File: config.mk
export PLATFORM = sky130hd
export DESIGN_NAME = frame_parser
export DESIGN_NICKNAME = d
export VERILOG_FILES = /design/src/rtl/frame_parser.sv
export SDC_FILE = /design/constraint.sdc
export NUM_CORES = 1
export LEC_CHECK = 0
export BUFFER_PORTS_ARGS = -buffer_cell sky130_fd_sc_hd__buf_2
export CAP_MARGIN = 20
export CORE_MARGIN = 2
export CORE_UTILIZATION = 50
export DETAILED_ROUTE_END_ITERATION = 16
export HOLD_SLACK_MARGIN = 0.15
export PLACE_DENSITY = 0.71
export SLEW_MARGIN = 20
export SYNTH_ARGS = -nofsm -noshare
export SYNTH_HDL_FRONTEND = slang
export SYNTH_SLANG_ARGS = --single-unit
File: constraint.sdc
create_clock -name clk -period 2.3 [get_ports clk]
set_clock_uncertainty 0.15 [all_clocks]
set_input_delay 0.46 -clock clk [delete_from_list [all_inputs] [get_ports clk]]
set_output_delay 0.46 -clock clk [all_outputs]
set_load 0.02 [all_outputs]
File: src/rtl/frame_parser.sv
module frame_parser #(
  parameter int          LEN_W = 4,
  parameter logic [7:0]  SOF   = 8'h02,
  parameter int          CNT_W = 8
) (
  input  logic                             clk,
  input  logic                             rst_n,
  input  logic                             resync,
  input  logic                             in_valid,
  input  logic [7:0]                       in_byte,
  input  logic                             in_parity_err,
  input  logic                             in_frame_err,
  input  logic                             in_overrun_err,
  output logic                             msg_valid,
  output logic [8-LEN_W-1:0]               msg_id,
  output logic [LEN_W-1:0]                 msg_len,
  output logic [8*((1<<LEN_W)-1)-1:0]      msg_data,
  output logic [CNT_W-1:0]                 cnt_parity,
  output logic [CNT_W-1:0]                 cnt_frame,
  output logic [CNT_W-1:0]                 cnt_overrun,
  output logic [CNT_W-1:0]                 cnt_badsum
);
  localparam int ID_W = 8 - LEN_W;
  localparam int MAXP = (1 << LEN_W) - 1;
  localparam logic [CNT_W-1:0] CMAX = '1;

  typedef enum logic [1:0] {S_HUNT, S_HDR, S_DATA, S_SUM} st_t;

  st_t              st;
  logic [ID_W-1:0]  id_q;
  logic [LEN_W-1:0] len_q, idx;
  logic [7:0]       sum;
  logic [7:0]       pay [MAXP];

  wire take      = in_valid & ~resync;
  wire sum_ok    = (in_byte == sum);
  wire last_data = (idx == len_q - LEN_W'(1));
  wire deliver   = take & (st == S_SUM) & sum_ok;
  wire mismatch  = take & (st == S_SUM) & ~sum_ok;

  always_ff @(posedge clk or negedge rst_n) begin
    if (!rst_n) begin
      st    <= S_HUNT;
      id_q  <= '0;
      len_q <= '0;
      idx   <= '0;
      sum   <= '0;
    end else if (resync) begin
      st <= S_HUNT;
    end else if (in_valid) begin
      case (st)
        S_HUNT: if (in_byte == SOF) st <= S_HDR;
        S_HDR: begin
          id_q  <= in_byte[7:LEN_W];
          len_q <= in_byte[LEN_W-1:0];
          idx   <= '0;
          sum   <= in_byte;
          st    <= (in_byte[LEN_W-1:0] == '0) ? S_SUM : S_DATA;
        end
        S_DATA: begin
          sum <= sum + in_byte;
          idx <= idx + LEN_W'(1);
          if (last_data) st <= S_SUM;
        end
        default: st <= S_HUNT;
      endcase
    end
  end

  always_ff @(posedge clk or negedge rst_n) begin
    if (!rst_n) begin
      for (int i = 0; i < MAXP; i++) pay[i] <= '0;
    end else if (take && st == S_HDR) begin
      for (int i = 0; i < MAXP; i++) pay[i] <= '0;
    end else if (take && st == S_DATA) begin
      pay[idx] <= in_byte;
    end
  end

  always_ff @(posedge clk or negedge rst_n) begin
    if (!rst_n) begin
      msg_valid <= 1'b0;
      msg_id    <= '0;
      msg_len   <= '0;
      msg_data  <= '0;
    end else begin
      msg_valid <= deliver;
      if (deliver) begin
        msg_id  <= id_q;
        msg_len <= len_q;
        for (int i = 0; i < MAXP; i++) msg_data[8*i +: 8] <= pay[i];
      end
    end
  end

  function automatic logic [CNT_W-1:0] bump(input logic [CNT_W-1:0] c, input logic ev);
    return (ev && c != CMAX) ? c + CNT_W'(1) : c;
  endfunction

  always_ff @(posedge clk or negedge rst_n) begin
    if (!rst_n) begin
      cnt_parity  <= '0;
      cnt_frame   <= '0;
      cnt_overrun <= '0;
      cnt_badsum  <= '0;
    end else begin
      cnt_parity  <= bump(cnt_parity,  in_valid & in_parity_err);
      cnt_frame   <= bump(cnt_frame,   in_valid & in_frame_err);
      cnt_overrun <= bump(cnt_overrun, in_valid & in_overrun_err);
      cnt_badsum  <= bump(cnt_badsum,  mismatch);
    end
  end
endmodule


Word level (Yosys, flattened, before mapping)

Index checks and enable logic that the tools add are counted.

$add $sub $neg: 7
$lt $le $gt $ge: 2
Eq/ne operators: 12
Muxes and demuxes: 13
Bitwise logic cells: 10
Reductions and logical operators: 15

Operators with widths:

| kind                                               | number |
|---|---|
| two-way mux 120 bit                                | 2 |
| bitwise mux 120 bit                                | 1 |
| adder 8 x 1 -> 8 bit, second input constant        | 4 |
| demux 8 bit (select 4 bit)                         | 1 |
| inequality test 8 bit, second input constant       | 4 |
| one-hot mux 8 bit (2 select lines)                 | 1 |
| AND reduction 3 bit                                | 3 |
| adder 8 bit                                        | 1 |
| == test 8 x 2 -> 1 bit, second input constant      | 1 |
| == test 8 bit                                      | 1 |
| two-way mux 2 bit                                  | 4 |
| two-way mux 8 bit                                  | 1 |
| one-hot mux 4 bit (2 select lines)                 | 1 |
| bitwise AND 1 bit                                  | 7 |
| logical AND 1 bit                                  | 7 |
| inequality test 3 bit, second input constant       | 2 |
| one-hot mux 2 bit (3 select lines)                 | 1 |
| nonzero test 2 bit                                 | 3 |
| >= comparator 5 bit, second input constant         | 1 |
| < comparator 5 x 1 -> 1 bit, second input constant | 1 |
| inverter 4 -> 5 bit                                | 1 |
| adder 4 x 1 -> 4 bit, second input constant        | 1 |
| == test 2 bit, second input constant               | 2 |
| == test 4 bit                                      | 1 |
| 6 further kinds                                    | 7 |

Flip-flop bits (word level): 303
Bits of input ports: 15
Output and inout port bits: 161
Logic and storage cells: 87

Longest topological paths before layout

Gate-level depths: netlist of run 1.

Depth in word-level cells: 8
Depth in mapped cells: 10
Gate-level depth less buffers: 8

Least setup slack after synthesis of run 1

Ideal clock, no wire load.

Kind: input to register
Start: input port in_byte[6]
End: register msg_data[100]
Setup time: 125 ps
Data arrival time: 1,985 ps
Required time: 2,025 ps
Setup slack: 41 ps
Cell stages on the path: 7
Path buffers: 2
Cell sequence: ha_1 nor4_1 and3_1 nand3_1 buf_2 buf_2 mux2_2

Word-level cells in the longest chain between the ends: 2

RTL lines:

| element              | line | text |
|---|---|---|
| start, declared      | 10   | `input logic [7:0] in_byte,` |
| == test 8 bit        | 36   | `wire sum_ok = (in_byte == sum);` |
| bitwise AND 1 bit    | 38   | `wire deliver = take & (st == S_SUM) & sum_ok;` |
| end signal, assigned | 85   | `msg_data <= '0;` |
| end, declared        | 17   | `output logic [8*((1<<LEN_W)-1)-1:0] msg_data,` |

Every way passes these cells.
A chain may end at the register's enable or synchronous reset.

Worst setup path after layout of run 1

Start: register sum[1]
End: register msg_data[10]

Word-level cells in the longest chain between the ends: 2

RTL lines:

| element                | line | text |
|---|---|---|
| start, declared        | 32   | `logic [7:0] sum;` |
| start signal, assigned | 57   | `sum <= in_byte;` |
| start signal, assigned | 61   | `sum <= sum + in_byte;` |
| == test 8 bit          | 36   |  |
| bitwise AND 1 bit      | 38   |  |

Every way passes these cells.

==> results of run 1 <==
-- final timing paths --
kind | start | end | slack (ns) | cells past startpoint
worst max-delay path | sum[1] | msg_data[10] | -0.01 | 7
worst max register to register | sum[1] | msg_data[10] | -0.01 | 7
worst min-delay path | in_byte[3] | len_q[3] | 0.17 | 3
max in group asynchronous | rst_n | cnt_parity[1] | 0.88 | 3
min in group asynchronous | rst_n | msg_data[54] | 0.36 | 2
worst min register to register | pay[15] | pay[15] | 0.34 | 1
-- power breakdown --
group / internal, W / total, W / switching [W]
registers: 0.00549 / 0.00568 / 0.000190
logic: 0.000323 / 0.000836 / 0.000513
clock network: 0.00292 / 0.00495 / 0.00203
-- through the flow --
step / cell area [sq um] / power, W
detailed placement: 14000 / 0.00660
CTS: 15200 / 0.0116
global route: 15400 / 0.0119
global placement: 14000 / 0.00658
floorplan: 12200 / 0.00618
finish: 15400 / 0.0115
-- final cells by class --
type / instances / area, sq um
fill: 1870 / 8820
multi-input combinational: 505 / 4470
tap: 324 / 405
clock buffer: 41 / 883
sequential: 303 / 7580
timing repair buffer: 260 / 1820
inverter: 14 / 52.6
clock inverter: 16 / 146
-- cells in the final DEF (no fill, tap or decap), types with 12 or more instances in the layout --
cell type                   count
sky130_fd_sc_hd__a32o_1        21
sky130_fd_sc_hd__buf_2        174
sky130_fd_sc_hd__buf_4         60
sky130_fd_sc_hd__nand3_1       12
sky130_fd_sc_hd__inv_1         13
sky130_fd_sc_hd__xor2_1        13
sky130_fd_sc_hd__xnor2_1       22
sky130_fd_sc_hd__dfrtp_1      303
sky130_fd_sc_hd__a21oi_2       15
sky130_fd_sc_hd__and2_1        19
sky130_fd_sc_hd__clkbuf_16     32
sky130_fd_sc_hd__ha_1          18
sky130_fd_sc_hd__buf_12        17
sky130_fd_sc_hd__nand2_1       34
sky130_fd_sc_hd__a22o_1        98
sky130_fd_sc_hd__mux2_2       136
sky130_fd_sc_hd__o21ai_0       15
-- state kept, by name, summed over array words and instances, names as in the netlist, 8 cells and up --
signal / count
cnt_parity: 8
pay: 120
cnt_overrun: 8
cnt_badsum: 8
sum: 8
cnt_frame: 8
msg_data: 120
-- logic make-up after synthesis --
logic type | count (synthesis) | synth area share (%)
flops | 303 | 61.9
compound gates | 179 | 12.2
mux | 140 | 12.8
xor+xnor | 36 | 2.70
fa+ha+maj | 22 | 2.31
simple gates | 128 | 5.45
buf+inv | 74 | 2.60
-- tightest hold or removal path, cell delays in order --
cell and delay, ns:
sky130_fd_sc_hd__buf_2 0.09, sky130_fd_sc_hd__buf_4 0.13, sky130_fd_sc_hd__mux2_2 0.14
-- repair_timing --
item                       CTS  global route
cloned                       2             1
pin swaps                    3             5
hold buffers                 5             0
hold endpoints to repair    67             0
gates resized for setup      5            10
setup endpoints to repair   52            98
setup buffers                5             2
-- metal layers --
metal | part of all wire [%] | vias up | routed length, um | GRT usage (%)
met5 | 0 | - | 0 | 0
met4 | 2.0 | 0 | 594 | 5.45
met3 | 5.6 | 37 | 1640 | 3.46
met2 | 47 | 241 | 13700 | 35.5
met1 | 45 | 4197 | 13300 | 32.9
li1 | - | 3689 | - | -
==> impl_metrics.tcl, run 1 <==
set metrics [dict create \
    status "finished, violations left" \
    failed_checks "setup timing" \
    drt-vias-per-instance 5.58 \
    synth.top_cell.area_share_pct 61.9 \
    critPathMaxStageDelay_ns 0.42 \
    finalSetupTns_ns -0.0325 \
    power-per-cell-area_mw_per_mm2 746 \
    synthesis.instances 882 \
    first_global_vias 8206 \
    final_util_pct 63.5 \
    syn_nets 919 \
    synth.area.top_cells "sky130_fd_sc_hd__dfrtp_1, sky130_fd_sc_hd__mux2_2, sky130_fd_sc_hd__a22o_1" \
    antenna_found_initial 0 \
    timing.critical_path.buf_inv 2 \
    via_count 8164 \
    cp_cell_sequence "ha_4, nor4_4, and3_4, nand3_4, buf_12, buf_12, mux2_2" \
    final_layout_size_suffix_gt1_share_pct 41.7 \
    worstMarginPinSlew_ns 0.605 \
    io_buffer_count 175 \
    postSynth.topFlopCell "sky130_fd_sc_hd__dfrtp_1" \
    placement_rows 57 \
    asyncSetResetFlopFracSynth_pct 100 \
    yosysSeqAreaShare_pct 61.9 \
    setup_viol 7 \
    grt-ovfl-total 0 \
    cp.arrival_ns 2.58 \
    synth_common_cells "sky130_fd_sc_hd__dfrtp_1, sky130_fd_sc_hd__mux2_2, sky130_fd_sc_hd__a22o_1" \
    htree_num_levels 1 \
    critical_path.max_fanout 20 \
    slew_headroom_pct 59.7 \
    fp.dieArea_sq_mm 0.0257 \
    wire_per_inst_um 20.0 \
    layout.nets 1152 \
    synth_cell_types 49 \
    post-route-min-period_ns 2.31 \
    synth_area_per_cell_sq_um 13.9 \
    finish.cell_count_without_fillers 1463 \
    cap_viol_max_count 0 \
    critical-path-top-cell-by-count "sky130_fd_sc_hd__buf_12" \
    die_y_um 160 \
    globalRouteTotalUtil_pct 22.4 \
    ys_seq_elements 303 \
    required_ns 2.57 \
    cts_tree "built" \
    start_util_pct 50.6 \
    cts.sinks 303 \
    critical_path.endpoint_type "register" \
    grt_start_max_net_pins 76 \
    hpwl_um 19000 \
    period_share_pct 100 \
    finalHoldWorstSlack_ns 0.170 \
    diodes 0 \
    drc 0 \
    placed_cells_incl_taps 1391 \
    ctsRootBufferMaster "sky130_fd_sc_hd__clkbuf_16" \
    timing_hold_violations_final 0 \
    antenna_violating_nets_post_route 0 \
    synth_edf_count 0 \
    detail_route.wirelength_um 29200 \
    drt_iter0_drc 415 \
    timing.critical_path.slowest_stage_cell "sky130_fd_sc_hd__dfrtp_1" \
    finalWeightedCongestion 0.886 \
    worst_slack_ns -0.0106 \
    maxSlewViolCount 0 \
    netlist_area_sq_mm 0.0122 \
    unrepaired_setup_endpoints_after_global_routing "yes" \
    leakage_nw 8.12 \
    worst-setup-path-type "register to register" \
    synth_most_common_cell "sky130_fd_sc_hd__dfrtp_1" \
    core_area_sq_mm 0.0242 \
    timing.fmax_ghz 0.433 \
    cts.reportedPaths.clkPinSlew_ns 0.06 \
    cts_max_path_buffers 3 \
    critical_path_source_type "register" \
    area_delta_synth_final_pct 25.5 \
    tritoncts.num_buffers 31 \
    worst_case_setup_slack_after_placement_ns -0.261 \
    worst_skew_pair.late_latency_ns 0.54 \
    synth_warnings 0 \
    critical_path.top_delay_family "simple AND/OR/NAND/NOR gates" \
    hold_class "primary input to register" \
    synthDominantAreaCellType "sky130_fd_sc_hd__dfrtp_1" \
    firstDrtPassIters 5 \
    grt_first_pass_wirelength_um 46000 \
    i_o_pin_total 176 \
    ir_drop_mv 0.772 \
    die_x_um 160 \
]
Power figures use the tool's default switching activity.
==> run 2, diff against run 1 <==
CAP_MARGIN = 0   (was 20)
CORE_ASPECT_RATIO = 1.4   (was unset)
==> impl_metrics.tcl, run 2 (synthesis gave the netlist of run 1 again) <==
set metrics [dict create \
    power-per-cell-area_mw_per_mm2 762 \
    timing.fmax_ghz 0.441 \
    largest_registers "msg_data x120, pay x120" \
    status "finished clean" \
    timing.reg2reg.worst_path_depth 7 \
    critical_path_source_type "register" \
    cts_tree "built" \
    io_buffer_count 175 \
    reg2reg_to "msg_data[94]" \
    layout.nets 1132 \
    cap_viol_max_count 0 \
    worst_skew_pair.late_latency_ns 0.54 \
    period_share_pct 98.6 \
    cts_max_path_buffers 3 \
    globalRouteTotalUtil_pct 22.7 \
    maxSlewViolCount 0 \
    timing_hold_violations_final 0 \
    r2r_path_start "sum[6]" \
    die_x_um 136 \
    final_layout_size_suffix_gt1_share_pct 39.7 \
    timing.critical_path.buf_inv 2 \
    cp_cell_sequence "ha_4, nor4_4, and3_4, nand3_4, buf_12, bufbuf_16, mux2_2" \
    htree_num_levels 1 \
    ctsRootBufferMaster "sky130_fd_sc_hd__clkbuf_16" \
    unrepaired_setup_endpoints_after_global_routing "yes" \
    drt-vias-per-instance 5.68 \
    firstDrtPassIters 5 \
    core_area_sq_mm 0.0240 \
    start_point_of_the_critical_path "sum[6]" \
    critical_path.endpoint_type "register" \
    i_o_pin_total 176 \
    placement_rows 67 \
    cp.arrival_ns 2.54 \
    grt_first_pass_wirelength_um 45900 \
    diodes 0 \
    mostFrequentLayoutCell "sky130_fd_sc_hd__dfrtp_1" \
    finalSetupTns_ns 0 \
    drt_iter0_drc 469 \
    critPathMaxStageDelay_ns 0.42 \
    setup_viol 0 \
    critical_path.max_fanout 12 \
    critical_path.endpoint "msg_data[94]" \
    worstMarginPinSlew_ns 0.747 \
    critical_path.top_delay_family "simple AND/OR/NAND/NOR gates" \
    worst-path-stages 7 \
    wire_per_inst_um 20.6 \
    cts.reportedPaths.clkPinSlew_ns 0.07 \
    grt-ovfl-total 0 \
    ir_drop_mv 0.613 \
    fp.dieArea_sq_mm 0.0258 \
    area_delta_synth_final_pct 24.3 \
    grt_start_max_net_pins 75 \
    post-route-min-period_ns 2.27 \
    worst-setup-path-type "register to register" \
    hpwl_um 18900 \
    antenna_found_initial 0 \
    timing.critical_path.slowest_stage_cell "sky130_fd_sc_hd__dfrtp_1" \
    worst_case_setup_slack_after_placement_ns -0.251 \
    worst-r2r-setup-slack_ns 0.03 \
    finalWeightedCongestion 0.789 \
    die_y_um 189 \
    start_util_pct 51.1 \
    via_count 8086 \
    drc 0 \
    hold_class "primary input to register" \
    leakage_nw 8.03 \
    required_ns 2.57 \
    detail_route.wirelength_um 29300 \
    antenna_violating_nets_post_route 0 \
    final_cell_mix "sky130_fd_sc_hd__dfrtp_1, sky130_fd_sc_hd__buf_2, sky130_fd_sc_hd__mux2_2, sky130_fd_sc_hd__a22o_1, sky130_fd_sc_hd__buf_4" \
    tritoncts.num_buffers 28 \
    worst_slack_ns 0.0315 \
    cts.sinks 303 \
    first_global_vias 8237 \
    slew_headroom_pct 50.0 \
]
-- run 2: worst min-delay path by stage --
stage | startpoint | to | slack [ns] | cells after the start
2_1_floorplan | rst_n | cnt_badsum[0] | 0.01 | 0
3_3_place_gp | rst_n | msg_data[74] | 0.22 | 1
3_5_place_dp | rst_n | msg_data[74] | 0.22 | 1
4_1_cts | in_byte[0] | len_q[0] | 0.15 | 4
5_1_grt | in_byte[4] | id_q[0] | 0.19 | 3
6_report | in_byte[0] | len_q[0] | 0.18 | 4
-- run 2: cell type report --
type                       count  area (sq um)
clock buffer                  39           803
clock inverter                10           213
fill                        1848          8760
inverter                      14          52.6
multi-input combinational    505          4440
sequential                   303          7580
tap                          310           388
timing repair buffer         243          1730
-- run 2: metrics by stage --
stage / area, sq um / util, % / std cells / total power (W) / hold WS [ns]
after floorplan: 12200 / - / 882 / 0.00618 / 0.0144
after global placement: 13800 / 57.8 / 1361 / 0.00657 / 0.222
after detailed placement: 13800 / 57.8 / 1361 / 0.00659 / 0.224
after CTS: 15100 / 63.0 / 1420 / 0.0117 / 0.153
after global routing: 15200 / 63.4 / 1424 / 0.0120 / 0.191
final: 15200 / 63.4 / 1424 / 0.0116 / 0.176
-- run 2: what timing repair did --
item	4_1_cts	5_1_grt
gates cloned	3	2
endpoints found under the setup margin	127	56
pin swaps	2	2
setup buffers	1	2
hold endpoints to repair	309	0
resized for setup	12	4
hold buffers	6	0
-- run 2: tightest hold or removal path: cells and delay by family --
kind	cells	cell delay, ns
AOI/OAI and AO/OA	1	0.06
and+or+nand+nor	1	0.05
buffers and inverters	2	0.26
-- run 2: report_power, final --
group	internal (W)	total, W	switching (W)
combinational	0.000324	0.000834	0.000510
clock	0.00310	0.00508	0.00197
sequential	0.00548	0.00568	0.000192
total	0.00891	0.0116	0.00268
-- run 2: layer usage --
layer | share of wire, % | GRT usage [%] | up-vias | wire [um]
met1 | 42 | 30.4 | 4189 | 12200
li1 | - | - | 3630 | -
met3 | 5.0 | 3.40 | 43 | 1470
met5 | 0 | 0 | - | 0
met2 | 51 | 38.7 | 224 | 15000
met4 | 2.0 | 5.61 | 0 | 583
==> run 3, diff against run 2 <==
--- a/config.mk
+++ b/config.mk
@@ -6,4 +6,5 @@
 export NUM_CORES = 1
 export LEC_CHECK = 0
+export ABC_AREA = 1
 export BUFFER_PORTS_ARGS = -buffer_cell sky130_fd_sc_hd__buf_2
 export CAP_MARGIN = 0
--- a/constraint.sdc
+++ b/constraint.sdc
@@ -3,3 +3,3 @@
 set_input_delay 0.46 -clock clk [delete_from_list [all_inputs] [get_ports clk]]
 set_output_delay 0.46 -clock clk [all_outputs]
-set_load 0.02 [all_outputs]
+set_load 0.005 [all_outputs]
==> impl_metrics.tcl, run 3 <==
set metrics [dict create \
    post_synth_and_or_nand_nor_area_fraction_pct 11.4 \
    antenna_found_initial 0 \
    finalHoldWorstSlack_ns 0.177 \
    layout.nets 1491 \
    cts.repair_timing.setup_buffer_count 0 \
    placement_rows 68 \
    ctsRootBufferMaster "sky130_fd_sc_hd__clkbuf_16" \
    fp.dieArea_sq_mm 0.0263 \
    final_layout_size_suffix_gt1_share_pct 24.2 \
    post_synth_mux_area_share_pct 0.0901 \
    finalSetupTns_ns 0 \
    asyncSetResetFlopFracSynth_pct 100 \
    yosysSeqAreaShare_pct 60.7 \
    cp_cell_sequence "dlygate4sd3_1, buf_2, ha_1, nor4_4, nand3_4, buf_12, nand2_1, o21ai_1" \
    grt_first_pass_wirelength_um 48600 \
    netlist_area_sq_mm 0.0125 \
    ir_drop_mv 0.593 \
    synth-compound-area-share_pct 15.2 \
    drt-vias-per-instance 5.27 \
    htree_num_levels 1 \
    leakage_nw 8.15 \
    drt_iter0_drc 612 \
    worstMarginPinSlew_ns 0.582 \
    diodes 0 \
    timing_hold_violations_final 0 \
    power_frac_clock_pct 39.4 \
    required_ns 2.56 \
    power_share_of_the_sequential_group_pct 49.1 \
    tritoncts.num_buffers 29 \
    synthDominantAreaCellType "sky130_fd_sc_hd__dfrtp_1" \
    p_switching_w 0.00323 \
    die_y_um 191 \
    ys_seq_elements 303 \
    power-per-cell-area_mw_per_mm2 819 \
    final_cell_mix "sky130_fd_sc_hd__dfrtp_1, sky130_fd_sc_hd__nand2_1, sky130_fd_sc_hd__inv_1, sky130_fd_sc_hd__buf_2, sky130_fd_sc_hd__o22ai_1" \
    syn_nets 1261 \
    antenna_violating_nets_post_route 0 \
    start_util_pct 50.8 \
    detail_route.wirelength_um 30200 \
    drc 0 \
    post-route-min-period_ns 2.26 \
    area_delta_synth_final_pct 20.8 \
    cap_viol_max_count 0 \
    comb_power_share_pct 11.5 \
    unrepaired_setup_endpoints_after_global_routing "yes" \
    firstDrtPassIters 5 \
    multi_input_area_sq_mm 0.00388 \
    synth_common_cells "sky130_fd_sc_hd__dfrtp_1, sky130_fd_sc_hd__nand2_1, sky130_fd_sc_hd__inv_1" \
    postSynth.topFlopCell "sky130_fd_sc_hd__dfrtp_1" \
    synth.area.top_cells "sky130_fd_sc_hd__dfrtp_1, sky130_fd_sc_hd__nand2_1, sky130_fd_sc_hd__o22ai_1" \
    synth.top_cell.area_share_pct 60.7 \
    die_x_um 138 \
    mostFrequentLayoutCell "sky130_fd_sc_hd__dfrtp_1" \
    status "finished clean" \
    first_global_vias 9286 \
    via_count 9435 \
    internal_power_w 0.00915 \
    critical_path_source_type "primary input" \
    grt_start_max_net_pins 117 \
    finalWeightedCongestion 0.835 \
    cts.reportedPaths.clkPinSlew_ns 0.06 \
    hold_class "primary input to register" \
    worst-setup-path-type "primary input to register" \
    synthesis.instances 1224 \
    cp.arrival_ns 2.52 \
    grt-ovfl-total 0 \
    yosys.area_share.adder_pct 2.26 \
    period_share_pct 98.1 \
    synth_most_common_cell "sky130_fd_sc_hd__dfrtp_1" \
    timing.fmax_ghz 0.443 \
    cts.sinks 303 \
    core_area_sq_mm 0.0246 \
    cts_tree "built" \
    io_buffer_count 175 \
    combinational_family_with_the_most_area_after_synthesis "compound AO/OA/AOI/OAI gates" \
    nFillCells 2030 \
    setup_viol 0 \
    globalRouteTotalUtil_pct 23.5 \
    maxSlewViolCount 0 \
    i_o_pin_total 176 \
    hpwl_um 20300 \
    worst_skew_pair.late_latency_ns 0.55 \
    critical_path.max_fanout 116 \
    critical_path.endpoint_type "register" \
    synth_warnings 0 \
    synth_cell_types 42 \
    wire_per_inst_um 16.8 \
    cts_max_path_buffers 3 \
    largest_registers "msg_data x120, pay x120" \
    timing.critical_path.slowest_stage_cell "sky130_fd_sc_hd__dlygate4sd3_1" \
    slew_headroom_pct 61.2 \
    layout.area.seq_sq_mm 0.00758 \
    critPathMaxStageDelay_ns 0.54 \
    synth_area_per_cell_sq_um 10.2 \
    p_sw_share_pct 26.1 \
    synth_edf_count 0 \
    synth_xor_area_share_pct 2.09 \
]
run 3: layout make-up:
type / instances / share of cell area, %
repair buffers: 244 / 10.3
clock inverters: 19 / 1.29
well taps: 315 / 2.61
multi-input cells: 690 / 25.7
inverters: 186 / 4.62
flip-flops and latches: 303 / 50.2
clock buffers: 35 / 5.22
run 3: final timing paths:
| check | slack, ns | from | depth (start not counted) | to |
|---|---|---|---|---|
| hold / removal | 0.18 | in_byte[5] | 3 | id_q[1] |
| max in group asynchronous | 0.99 | rst_n | 3 | pay[86] |
| setup reg to reg | 0.11 | sum[5] | 8 | msg_data[75] |
| setup / recovery | 0.04 | in_byte[0] | 8 | msg_data[75] |
| hold reg to reg | 0.32 | id_q[2] | 2 | msg_id[2] |
| min in group asynchronous | 0.28 | rst_n | 2 | msg_data[67] |
run 3: critical path, delay by kind of cell:
family	cells	cell delay (ns)
adder cells (fa/ha/maj)	1	0.36
buffers and inverters	3	0.93
AND/OR/NAND/NOR	3	0.57
AO/OA/AOI/OAI	1	0.08
run 3: power groups by stage:
stage | clock, W | combinational (W) | sequential, W
finish | 0.00487 | 0.00143 | 0.00607
global route | 0.00520 | 0.00165 | 0.00612
CTS | 0.00496 | 0.00145 | 0.00607
detailed placement | 0 | 0.00142 | 0.00616
global placement | 0 | 0.00137 | 0.00614
floorplan | 0 | 0.000889 | 0.00610
run 3: metrics by stage:
stage / total power [W] / std cells / util [%] / instance area [sq um] / worst slack, ns
6_report: 0.0124 / 1792 / 61.4 / 15100 / 0.0427
5_1_grt: 0.0130 / 1792 / 61.4 / 15100 / -0.0145
4_1_cts: 0.0125 / 1792 / 61.4 / 15100 / 0.108
3_5_place_dp: 0.00759 / 1731 / 57.1 / 14000 / -0.0704
3_3_place_gp: 0.00752 / 1731 / 57.1 / 14000 / 0.00709
2_1_floorplan: 0.00699 / 1224 / - / 12500 / 0.265
run 3: logic make-up after synthesis:
logic type | after synthesis
compound gates | 302
xor+xnor | 29
fa+ha+maj | 22
buf+inv | 231
flops | 303
mux | 1
simple gates | 336
run 3: per-layer routing:
layer | global-route usage (%) | share of wire, %
met1 | 30.6 | 41
met2 | 39.7 | 50
met3 | 3.29 | 5.3
met4 | 8.80 | 3.3
met5 | 0 | 0
run 3: what timing repair did:
action	CTS	global route
resized for setup	0	0
hold endpoints to repair	244	0
hold buffers	7	0
setup endpoints to repair	0	5
